===== src/rtl/tmr_pkg.sv =====
package tmr_pkg;
  localparam int unsigned CNT_W    = 10;
  localparam int unsigned NUM_TAPS = 6;
  localparam int unsigned NUM_PINS = 2;
  localparam int unsigned NUM_SRC  = NUM_TAPS + NUM_PINS;
  localparam int unsigned SEL_W    = $clog2(NUM_SRC);
  localparam int unsigned LEN_W    = 2;

  typedef struct packed {
    logic [SEL_W-1:0]    sel;
    logic                up;
    logic [LEN_W-1:0]    len;
    logic                evt;
    logic                start;
    logic [NUM_PINS-1:0] inv;
    logic [NUM_PINS-1:0] deb;
  } ctl_t;

  // active-bit mask: length = CNT_W - 2*len
  function automatic logic [CNT_W-1:0] len_mask(input logic [LEN_W-1:0] len);
    logic [CNT_W-1:0] ones;
    ones = '1;
    return ones >> (2 * int'(len));
  endfunction
endpackage


===== src/rtl/tmr_pin_src.sv =====
module tmr_pin_src (
  input  logic clk_i,
  input  logic rst_ni,
  input  logic pin_i,
  input  logic filt_i,
  input  logic inv_i,
  input  logic deb_i,
  output logic rise_o,
  output logic fall_o
);
  logic lvl, sync1_q, sync2_q, prev_q, div_q;
  logic raw_rise, raw_fall;

  assign lvl = (deb_i ? filt_i : pin_i) ^ inv_i;

  always_ff @(posedge clk_i or negedge rst_ni) begin
    if (!rst_ni) begin
      sync1_q <= 1'b0;
      sync2_q <= 1'b0;
      prev_q  <= 1'b0;
    end else begin
      sync1_q <= lvl;
      sync2_q <= sync1_q;
      prev_q  <= sync2_q;
    end
  end

  assign raw_rise = sync2_q & ~prev_q;
  assign raw_fall = ~sync2_q & prev_q;

  // divide-by-two on falling edges in direct mode
  always_ff @(posedge clk_i or negedge rst_ni) begin
    if (!rst_ni)                  div_q <= 1'b0;
    else if (!deb_i && raw_fall)  div_q <= ~div_q;
  end

  assign rise_o = deb_i ? raw_rise : (raw_fall & ~div_q);
  assign fall_o = deb_i ? raw_fall : (raw_fall &  div_q);

  AST_EDGE_EXCL: assert property (@(posedge clk_i) disable iff (!rst_ni)
    !(rise_o && fall_o));
  AST_DIRECT_ODD: assert property (@(posedge clk_i) disable iff (!rst_ni)
    (!deb_i && rise_o) |=> (div_q || deb_i));
endmodule


===== src/rtl/tmr_src_sel.sv =====
module tmr_src_sel
  import tmr_pkg::*;
(
  input  logic                clk_i,
  input  logic                rst_ni,
  input  logic [NUM_TAPS-1:0] tap_i,
  input  logic [NUM_PINS-1:0] pin_i,
  input  logic [NUM_PINS-1:0] pin_filt_i,
  input  logic [NUM_PINS-1:0] inv_i,
  input  logic [NUM_PINS-1:0] deb_i,
  input  logic [SEL_W-1:0]    sel_i,
  output logic                rise_o,
  output logic                fall_o
);
  logic [NUM_SRC-1:0]  rise_all, fall_all;
  logic [NUM_TAPS-1:0] tap_prev_q;

  always_ff @(posedge clk_i or negedge rst_ni) begin
    if (!rst_ni) tap_prev_q <= '0;
    else         tap_prev_q <= tap_i;
  end

  for (genvar t = 0; t < NUM_TAPS; t++) begin : g_tap
    assign rise_all[t] =  tap_i[t] & ~tap_prev_q[t];
    assign fall_all[t] = ~tap_i[t] &  tap_prev_q[t];
  end

  for (genvar p = 0; p < NUM_PINS; p++) begin : g_pin
    tmr_pin_src u_pin (
      .clk_i  (clk_i),
      .rst_ni (rst_ni),
      .pin_i  (pin_i[p]),
      .filt_i (pin_filt_i[p]),
      .inv_i  (inv_i[p]),
      .deb_i  (deb_i[p]),
      .rise_o (rise_all[NUM_TAPS+p]),
      .fall_o (fall_all[NUM_TAPS+p])
    );
  end

  assign rise_o = rise_all[sel_i];
  assign fall_o = fall_all[sel_i];
endmodule


===== src/rtl/tmr_count_core.sv =====
module tmr_count_core
  import tmr_pkg::*;
(
  input  logic             clk_i,
  input  logic             rst_ni,
  input  logic             rise_i,
  input  logic             fall_i,
  input  logic             start_i,
  input  logic             evt_i,
  input  logic             up_i,
  input  logic [LEN_W-1:0] len_i,
  input  logic             load_i,
  input  logic [CNT_W-1:0] load_val_i,
  output logic [CNT_W-1:0] cnt_o,
  output logic             irq_o
);
  logic [CNT_W-1:0] cnt_q, mask, stepped, nxt;
  logic             armed_q, step, irq_q;

  assign mask    = len_mask(len_i);
  assign step    = start_i && rise_i && (evt_i || armed_q);
  assign stepped = up_i ? cnt_q + CNT_W'(1) : cnt_q - CNT_W'(1);
  assign nxt     = (cnt_q & ~mask) | (stepped & mask);

  // start-up latch: a falling edge must be seen while running
  always_ff @(posedge clk_i or negedge rst_ni) begin
    if (!rst_ni)                  armed_q <= 1'b0;
    else if (!start_i)            armed_q <= 1'b0;
    else if (!evt_i && fall_i)    armed_q <= 1'b1;
  end

  always_ff @(posedge clk_i or negedge rst_ni) begin
    if (!rst_ni) begin
      cnt_q <= '0;
      irq_q <= 1'b0;
    end else begin
      irq_q <= 1'b0;
      if (load_i) begin
        cnt_q <= load_val_i;
      end else if (step) begin
        cnt_q <= nxt;
        irq_q <= ((nxt & mask) == (up_i ? mask : '0));
      end
    end
  end

  assign cnt_o = cnt_q;
  assign irq_o = irq_q;

  AST_STOPPED_HOLD: assert property (@(posedge clk_i) disable iff (!rst_ni)
    (!start_i && !load_i) |=> $stable(cnt_q));
  AST_UPPER_HOLD: assert property (@(posedge clk_i) disable iff (!rst_ni)
    !load_i |=> ((cnt_q & ~$past(mask)) == ($past(cnt_q) & ~$past(mask))));
  AST_IRQ_TERM: assert property (@(posedge clk_i) disable iff (!rst_ni)
    irq_q |-> ((cnt_q & $past(mask)) == ($past(up_i) ? $past(mask) : '0)));
  AST_NO_STEP_UNARMED: assert property (@(posedge clk_i) disable iff (!rst_ni)
    (rise_i && start_i && !evt_i && !armed_q && !load_i) |=> $stable(cnt_q));
  AST_LOAD_QUIET: assert property (@(posedge clk_i) disable iff (!rst_ni)
    load_i |=> !irq_q);
endmodule


===== src/rtl/tmr_evt_counter.sv =====
module tmr_evt_counter
  import tmr_pkg::*;
(
  input  logic                 clk_i,
  input  logic                 rst_ni,
  input  logic [NUM_TAPS-1:0]  tap_i,
  input  logic [NUM_PINS-1:0]  pin_i,
  input  logic [NUM_PINS-1:0]  pin_filt_i,
  input  logic                 ctl_we_i,
  input  logic [SEL_W-1:0]     sel_i,
  input  logic                 up_i,
  input  logic [LEN_W-1:0]     len_i,
  input  logic                 evt_i,
  input  logic                 start_i,
  input  logic [NUM_PINS-1:0]  inv_i,
  input  logic [NUM_PINS-1:0]  deb_i,
  input  logic                 load_i,
  input  logic [CNT_W-1:0]     load_val_i,
  output logic [CNT_W-1:0]     cnt_o,
  output logic                 irq_o
);
  ctl_t ctl_q;
  logic src_rise, src_fall;

  always_ff @(posedge clk_i or negedge rst_ni) begin
    if (!rst_ni) begin
      ctl_q <= '0;
    end else if (ctl_we_i) begin
      ctl_q.sel   <= sel_i;
      ctl_q.up    <= up_i;
      ctl_q.len   <= len_i;
      ctl_q.evt   <= evt_i;
      ctl_q.start <= start_i;
      ctl_q.inv   <= inv_i;
      ctl_q.deb   <= deb_i;
    end
  end

  tmr_src_sel u_src (
    .clk_i      (clk_i),
    .rst_ni     (rst_ni),
    .tap_i      (tap_i),
    .pin_i      (pin_i),
    .pin_filt_i (pin_filt_i),
    .inv_i      (ctl_q.inv),
    .deb_i      (ctl_q.deb),
    .sel_i      (ctl_q.sel),
    .rise_o     (src_rise),
    .fall_o     (src_fall)
  );

  tmr_count_core u_core (
    .clk_i      (clk_i),
    .rst_ni     (rst_ni),
    .rise_i     (src_rise),
    .fall_i     (src_fall),
    .start_i    (ctl_q.start),
    .evt_i      (ctl_q.evt),
    .up_i       (ctl_q.up),
    .len_i      (ctl_q.len),
    .load_i     (load_i),
    .load_val_i (load_val_i),
    .cnt_o      (cnt_o),
    .irq_o      (irq_o)
  );

  AST_IRQ_PULSE: assert property (@(posedge clk_i) disable iff (!rst_ni)
    irq_o |=> !irq_o);
  AST_IDLE_AFTER_RESET: assert property (@(posedge clk_i) disable iff (!rst_ni)
    (!ctl_q.start && !load_i) |=> !irq_o);
endmodule


===== config.mk =====
export PLATFORM = sky130hd
export DESIGN_NAME = tmr_evt_counter
export DESIGN_NICKNAME = d
export VERILOG_FILES = /design/src/rtl/tmr_pkg.sv /design/src/rtl/tmr_pin_src.sv /design/src/rtl/tmr_src_sel.sv /design/src/rtl/tmr_count_core.sv /design/src/rtl/tmr_evt_counter.sv
export SDC_FILE = /design/constraint.sdc
export NUM_CORES = 1
export LEC_CHECK = 0
export ABC_AREA = 1
export ABC_CLOCK_PERIOD_IN_PS = 5300
export BUFFER_PORTS_ARGS = -buffer_cell sky130_fd_sc_hd__buf_2
export CORE_ASPECT_RATIO = 0.7
export CORE_UTILIZATION = 45
export CTS_CLUSTER_SIZE = 40
export DETAILED_ROUTE_END_ITERATION = 7
export PLACE_DENSITY = 0.68
export SLEW_MARGIN = 20
export SYNTH_ARGS = -nofsm -noshare
export SYNTH_HDL_FRONTEND = slang
export SYNTH_SLANG_ARGS = --single-unit

===== constraint.sdc =====
create_clock -name clk_i -period 5.3 [get_ports clk_i]
set_input_delay 1.06 -clock clk_i [delete_from_list [all_inputs] [get_ports clk_i]]
set_output_delay 1.06 -clock clk_i [all_outputs]
set_load 0.01 [all_outputs]

Word-level counts from Yosys, hierarchy flattened:

Cells that the tools add are included.

* add/subtract/negate cells: 2
* order comparisons: 1
* equal/unequal tests: 2
* shift operators: 1
* muxes and demuxes: 18
* bitwise operators: 45
* reductions and logical operators: 10

Operators with widths (count)
* 2-to-1 mux 10 bit: 4
* bitwise AND 10 bit: 3
* bitwise AND 1 bit: 20
* NOT 1 bit: 18
* 2-to-1 mux 1 bit: 12
* adder 10 x 1 -> 10 bit, second input constant: 1
* equality test 10 bit: 1
* NOT 10 bit: 1
* bitwise OR 10 bit: 1
* >> shifter 10 x 3 -> 10 bit, first input constant: 1
* subtractor 10 x 1 -> 10 bit, second input constant: 1
* binary-select mux 1 bit (select 3 bit): 2
* logical AND 1 bit: 5
* < comparator 3 x 4 -> 1 bit, second input constant: 1
* zero test 1 bit: 3
* != test 2 x 1 -> 1 bit, second input constant: 1
* nonzero test 2 bit: 1
* XOR 1 bit: 2
* logical OR 1 bit: 1

* bits in registers: 38
* bits of input ports: 36
* output and inout port bits: 11
* logic and storage cells: 98

Depth between registers and ports, before layout:

* word-level depth: 10
* depth in mapped cells: 17
* gate-level depth less buffers: 16

Modules after synthesis:

Synthesis repeated with hierarchy kept, for this count alone.

* cells, all modules: 352
* area total of the unflattened synthesis: 2431.1 um2

Modules (own cells, without submodules)
* tmr_count_core: times used 1, cells an instance 197, area an instance 1241.2 um2, seq. area each 300.3 um2
* tmr_evt_counter: times used 1, cells an instance 51, area an instance 457.9 um2, seq. area each 300.3 um2
* tmr_pin_src: times used 2, cells an instance 26, area an instance 187.7 um2, seq. area each 100.1 um2
* tmr_src_sel: times used 1, cells an instance 52, area an instance 356.6 um2, seq. area each 150.1 um2

Worst setup path before layout:

OpenSTA, ideal clock, no wires.

* path type: reg2reg
* from: register ctl_q[8] in the netlist's numbering
* to: register u_core.cnt_q[5] (netlist: u_core.cnt_o[5])
* setup time: 124 ps
* data arrival time: 1951 ps
* data required time: 5176 ps
* slack: 3226 ps
* stages on the path, launching flop included: 13
* buffers on the path: 1
* period minus slack after synthesis: 2074 ps
* cells stage by stage: dfrtp_1 buf_2 inv_1 ha_1 a21oi_1 inv_1 a21oi_1 xor2_1 nand2_1 o21ai_0 nand2_1 o211ai_1 nand2_1

* word-level cells in the longest chain between the ends: 5

Ends and longest elaborated chain
* from (decl): line tmr_evt_counter.sv:22 `ctl_t ctl_q;`
* 2-to-1 mux 10 bit: line tmr_count_core.sv:22 `assign stepped = up_i ? cnt_q + CNT_W'(1) : cnt_q - CNT_W'(1);`
* bitwise AND 10 bit: line tmr_count_core.sv:23 `assign nxt = (cnt_q & ~mask) | (stepped & mask);`
* bitwise OR 10 bit: line tmr_count_core.sv:23
* 2-to-1 mux 10 bit: line tmr_count_core.sv:40 `end else if (step) begin`
* 2-to-1 mux 10 bit: line tmr_count_core.sv:38 `if (load_i) begin`
* to (signal assigned): line tmr_count_core.sv:39 `cnt_q <= load_val_i;`
* to (signal assigned): line tmr_count_core.sv:41 `cnt_q <= nxt;`
* to (decl): line tmr_count_core.sv:17 `logic [CNT_W-1:0] cnt_q, mask, stepped, nxt;`

Every way passes these cells. The select of a mux whose other input is x is not followed.
A chain may end at the register's enable or synchronous reset.

Final worst setup path:

Same ends and word-level chain as after synthesis.

==> run summary <==
Status -> completed
Initial antenna violation count -> 0
Arr. time, crit path -> 2630 ps
Final max-slew violation count -> 0
Largest net degree at the start of global routing -> 39
Worst Skew -> 5.15 ps
Syn_nets -> 346
Synth Flop Type -> dfrtp_1
Number of H-tree levels -> 2
CTS tree -> yes
Final setup fails -> 0
# clock sinks -> 38
Layout cells sized above 1 -> 19.8%
Vias in the first global route -> 1785
Postcts setup bufs -> 0
Wire per inst -> 12.3 um
# IOs -> 47
Synth top cells by count -> nand2_1 (91), dfrtp_1 (38), inv_1 (37), nand3_1 (26), o21ai_0 (23)
Hold Buf Count CTS -> 0
Critical Path End -> u_core.cnt_o[5]
Fmax -> 0.406 GHz
N_diodes -> 0
Pre-CTS WS -> 2890 ps
1st-iter DRT viols -> 169
Nature of the critical path endpoint -> flop
Min Tclk post-route -> 2460 ps
Critical R2R Capture -> u_core.cnt_o[5]
Pleak -> 0.00140 uW
Seq/Total Area, Yosys -> 41.3%
Slowest-stage cell, CP -> dfrtp_1
Crit-path cells -> inv_1 -> ha_1 -> nand2_1 -> nand3_1 -> a21oi_1 -> xor2_1 -> nand2_1 -> o21ai_0 -> nand2_1 -> o211ai_1 -> nand2_1
Post-Syn Area -> 2300 sq um
Sequential Power Share -> 42.0%
Initial core utilization -> 47.6%
Setup CP Type -> reg -> reg
Num CTS Buffers -> 5
RePlAce Congestion -> 0.844
Vias -> 2060
Port buffer count -> 46
Nets -> 394
Internal power -> 559 uW
Width of the chip -> 87.4 um
Comb pwr share -> 36.4%
FF-to-FF setup slack -> 2840 ps
CTS clk-pin slew, worst paths -> 70 ps
Yosys warns -> 0
Final hold violations -> 0
Worst Max-Slew Pin Slew -> 832 ps
Cell type with the largest total area after synthesis -> dfrtp_1
Top post-synthesis cells by area -> dfrtp_1 (41%), nand2_1 (15%), inv_1 (6.0%)
Num rows -> 21
Most frequent cell on the critical path -> nand2_1
Ys async rst share -> 100%
Post-synth EDFFs -> 0
Total Routing Usage GR -> 20.7%
Startpoint Class -> flop
Die area -> 5400 sq um
R2R cell count -> 11
DR vias/cell -> 4.94
Stages on worst setup path -> 11
Post-synthesis cell type count -> 35
Max clock buf depth -> 2
Mapped Avg Cell Area -> 7.64 sq um
Final WS setup -> 2840 ps
PwrDens -> 334 nW/um^2
Drt first pass iters -> 4
Critical path buffers and inverters -> 1
Core area -> 4830 sq um
Post-route DRC -> 0
Switch Pwr -> 332 uW
Routed wire length -> 5120 um
Layout Utilization -> 55.2%
First-pass GRT wire length -> 8380 um
Seq cells post-synth -> 38
Slew Limit Headroom -> 44.5%
GRT overflow -> 0
Top-area cell type share of the netlist area -> 41.3%
Clock root buffer -> clkbuf_8
Layout area overhead -> 16.0%
Required time worst endpoint -> 5460 ps
Reg2reg start -> ctl_q[8]
Sw Ratio -> 37.3%
Setup TNS Final -> 0 ps
Hold Crit Class -> reg -> reg
Crit Path Max Fanout -> 12
Final ANT Viol Nets -> 0
Most frequent cell after synthesis -> nand2_1
Crit share post-route -> 46.5%
CP top delay family -> simple AND/OR/NAND/NOR gates
Max-Cap Viols -> 0
Post-DP HPWL -> 3950 um
Clock share of power -> 21.6%
Worst-Skew Late Latency -> 280 ps
RSZ-0062 raised after global routing -> false
Max VDD drop -> 0.246 mV
CTS resizes -> 0
Critical Path Start -> ctl_q[8]
DIE HEIGHT -> 61.8 um
Gate Count Post-Synth -> 301
Worst path max stage delay -> 480 ps
worst register-to-register path, delay by kind of cell (launching register included):
kind	cells	cell delay, ps
xor gates and xnor gates	1	220
AOI/OAI and AO/OA	3	370
and+or+nand+nor	5	500
buffers and inverters	1	400
DFF	1	480
adders and majority gates	1	380
through the flow:
stage,instances,power (uW),hold slack (ps),instance area (sq um)
floorplan,301,616,331,2300
global placement,411,700,334,2580
detailed placement,411,703,343,2580
CTS,417,896,358,2670
global route,417,970,364,2670
finish,417,892,353,2670
cells by family (layout without fill, tap and decap cells):
family | Yosys count | in the layout | synth area share (%)
xor gates and xnor gates | 9 | 9 | 3.43
and+or+nand+nor | 147 | 147 | 27.4
buffers and inverters | 44 | 91 | 7.94
AOI/OAI and AO/OA | 52 | 52 | 13.7
muxes | 2 | 2 | 0.979
adders and majority gates | 9 | 9 | 5.22
DFF | 38 | 38 | 41.3
metal layers:
metal	vias to the layer above	global-route usage [%]	wire length [um]
met5	-	0	0
met4	0	3.04	14
met3	2	4.49	328
met2	60	28.9	2010
met1	916	33.0	2770
li1	1082	-	-
power by group through the flow:
stage	combinational [uW]	clock (uW)	sequential, uW
after floorplan	241	0	375
after global placement	321	0	379
after detailed placement	323	0	380
after CTS	325	196	375
after global routing	377	212	381
final	324	193	375
flip-flops by register name, summed over array words and instances (netlist names):
signal,flops
u_src.g_pin.u_pin.div_q,2
u_core.irq_o,1
u_core.armed_q,1
ctl_q,12
u_src.tap_prev_q,6
u_src.g_pin.u_pin.sync1_q,2
u_core.cnt_o,10
u_src.g_pin.u_pin.sync2_q,2
u_src.g_pin.u_pin.prev_q,2
worst min-delay path by stage:
stage	cells after the start	slack [ps]	start	endpoint
after detailed placement	0	340	u_src.g_pin[0].u_pin.sync1_q	u_src.g_pin[0].u_pin.sync2_q
after global placement	0	330	u_src.g_pin[1].u_pin.sync1_q	u_src.g_pin[1].u_pin.sync2_q
after floorplan	0	330	u_src.g_pin[0].u_pin.sync1_q	u_src.g_pin[0].u_pin.sync2_q
after CTS	0	360	u_src.g_pin[0].u_pin.sync1_q	u_src.g_pin[0].u_pin.sync2_q
after global routing	0	360	u_src.g_pin[0].u_pin.sync1_q	u_src.g_pin[0].u_pin.sync2_q
final	0	350	u_src.g_pin[0].u_pin.sync1_q	u_src.g_pin[0].u_pin.sync2_q
final cells by class:
type                    instances  area (sq um)
clock buffers                   6          82.6
fillers                       488          2170
inverters                      39           151
multi-input cells             219          1170
flip-flops and latches         38           951
well taps                      69          86.3
repair buffers                 46           230
placed cells by master (no fill, tap or decap), drive strengths merged:
cell,Yosys,final
xor2,7,7
mux2,2,2
buf,3,46
inv,39,39
xnor2,2,2
nor4,1,1
clkbuf,2,6
a31oi,3,3
o211ai,9,9
fa,1,1
nand2,95,95
or2,1,1
o21ai,26,26
o2111ai,1,1
nand3,27,27
nand4,2,2
nor2,20,20
nand3b,1,1
a2111oi,1,1
ha,8,8
a21oi,12,12
dfrtp,38,38
No activity file was read; power rests on OpenSTA's default activity.
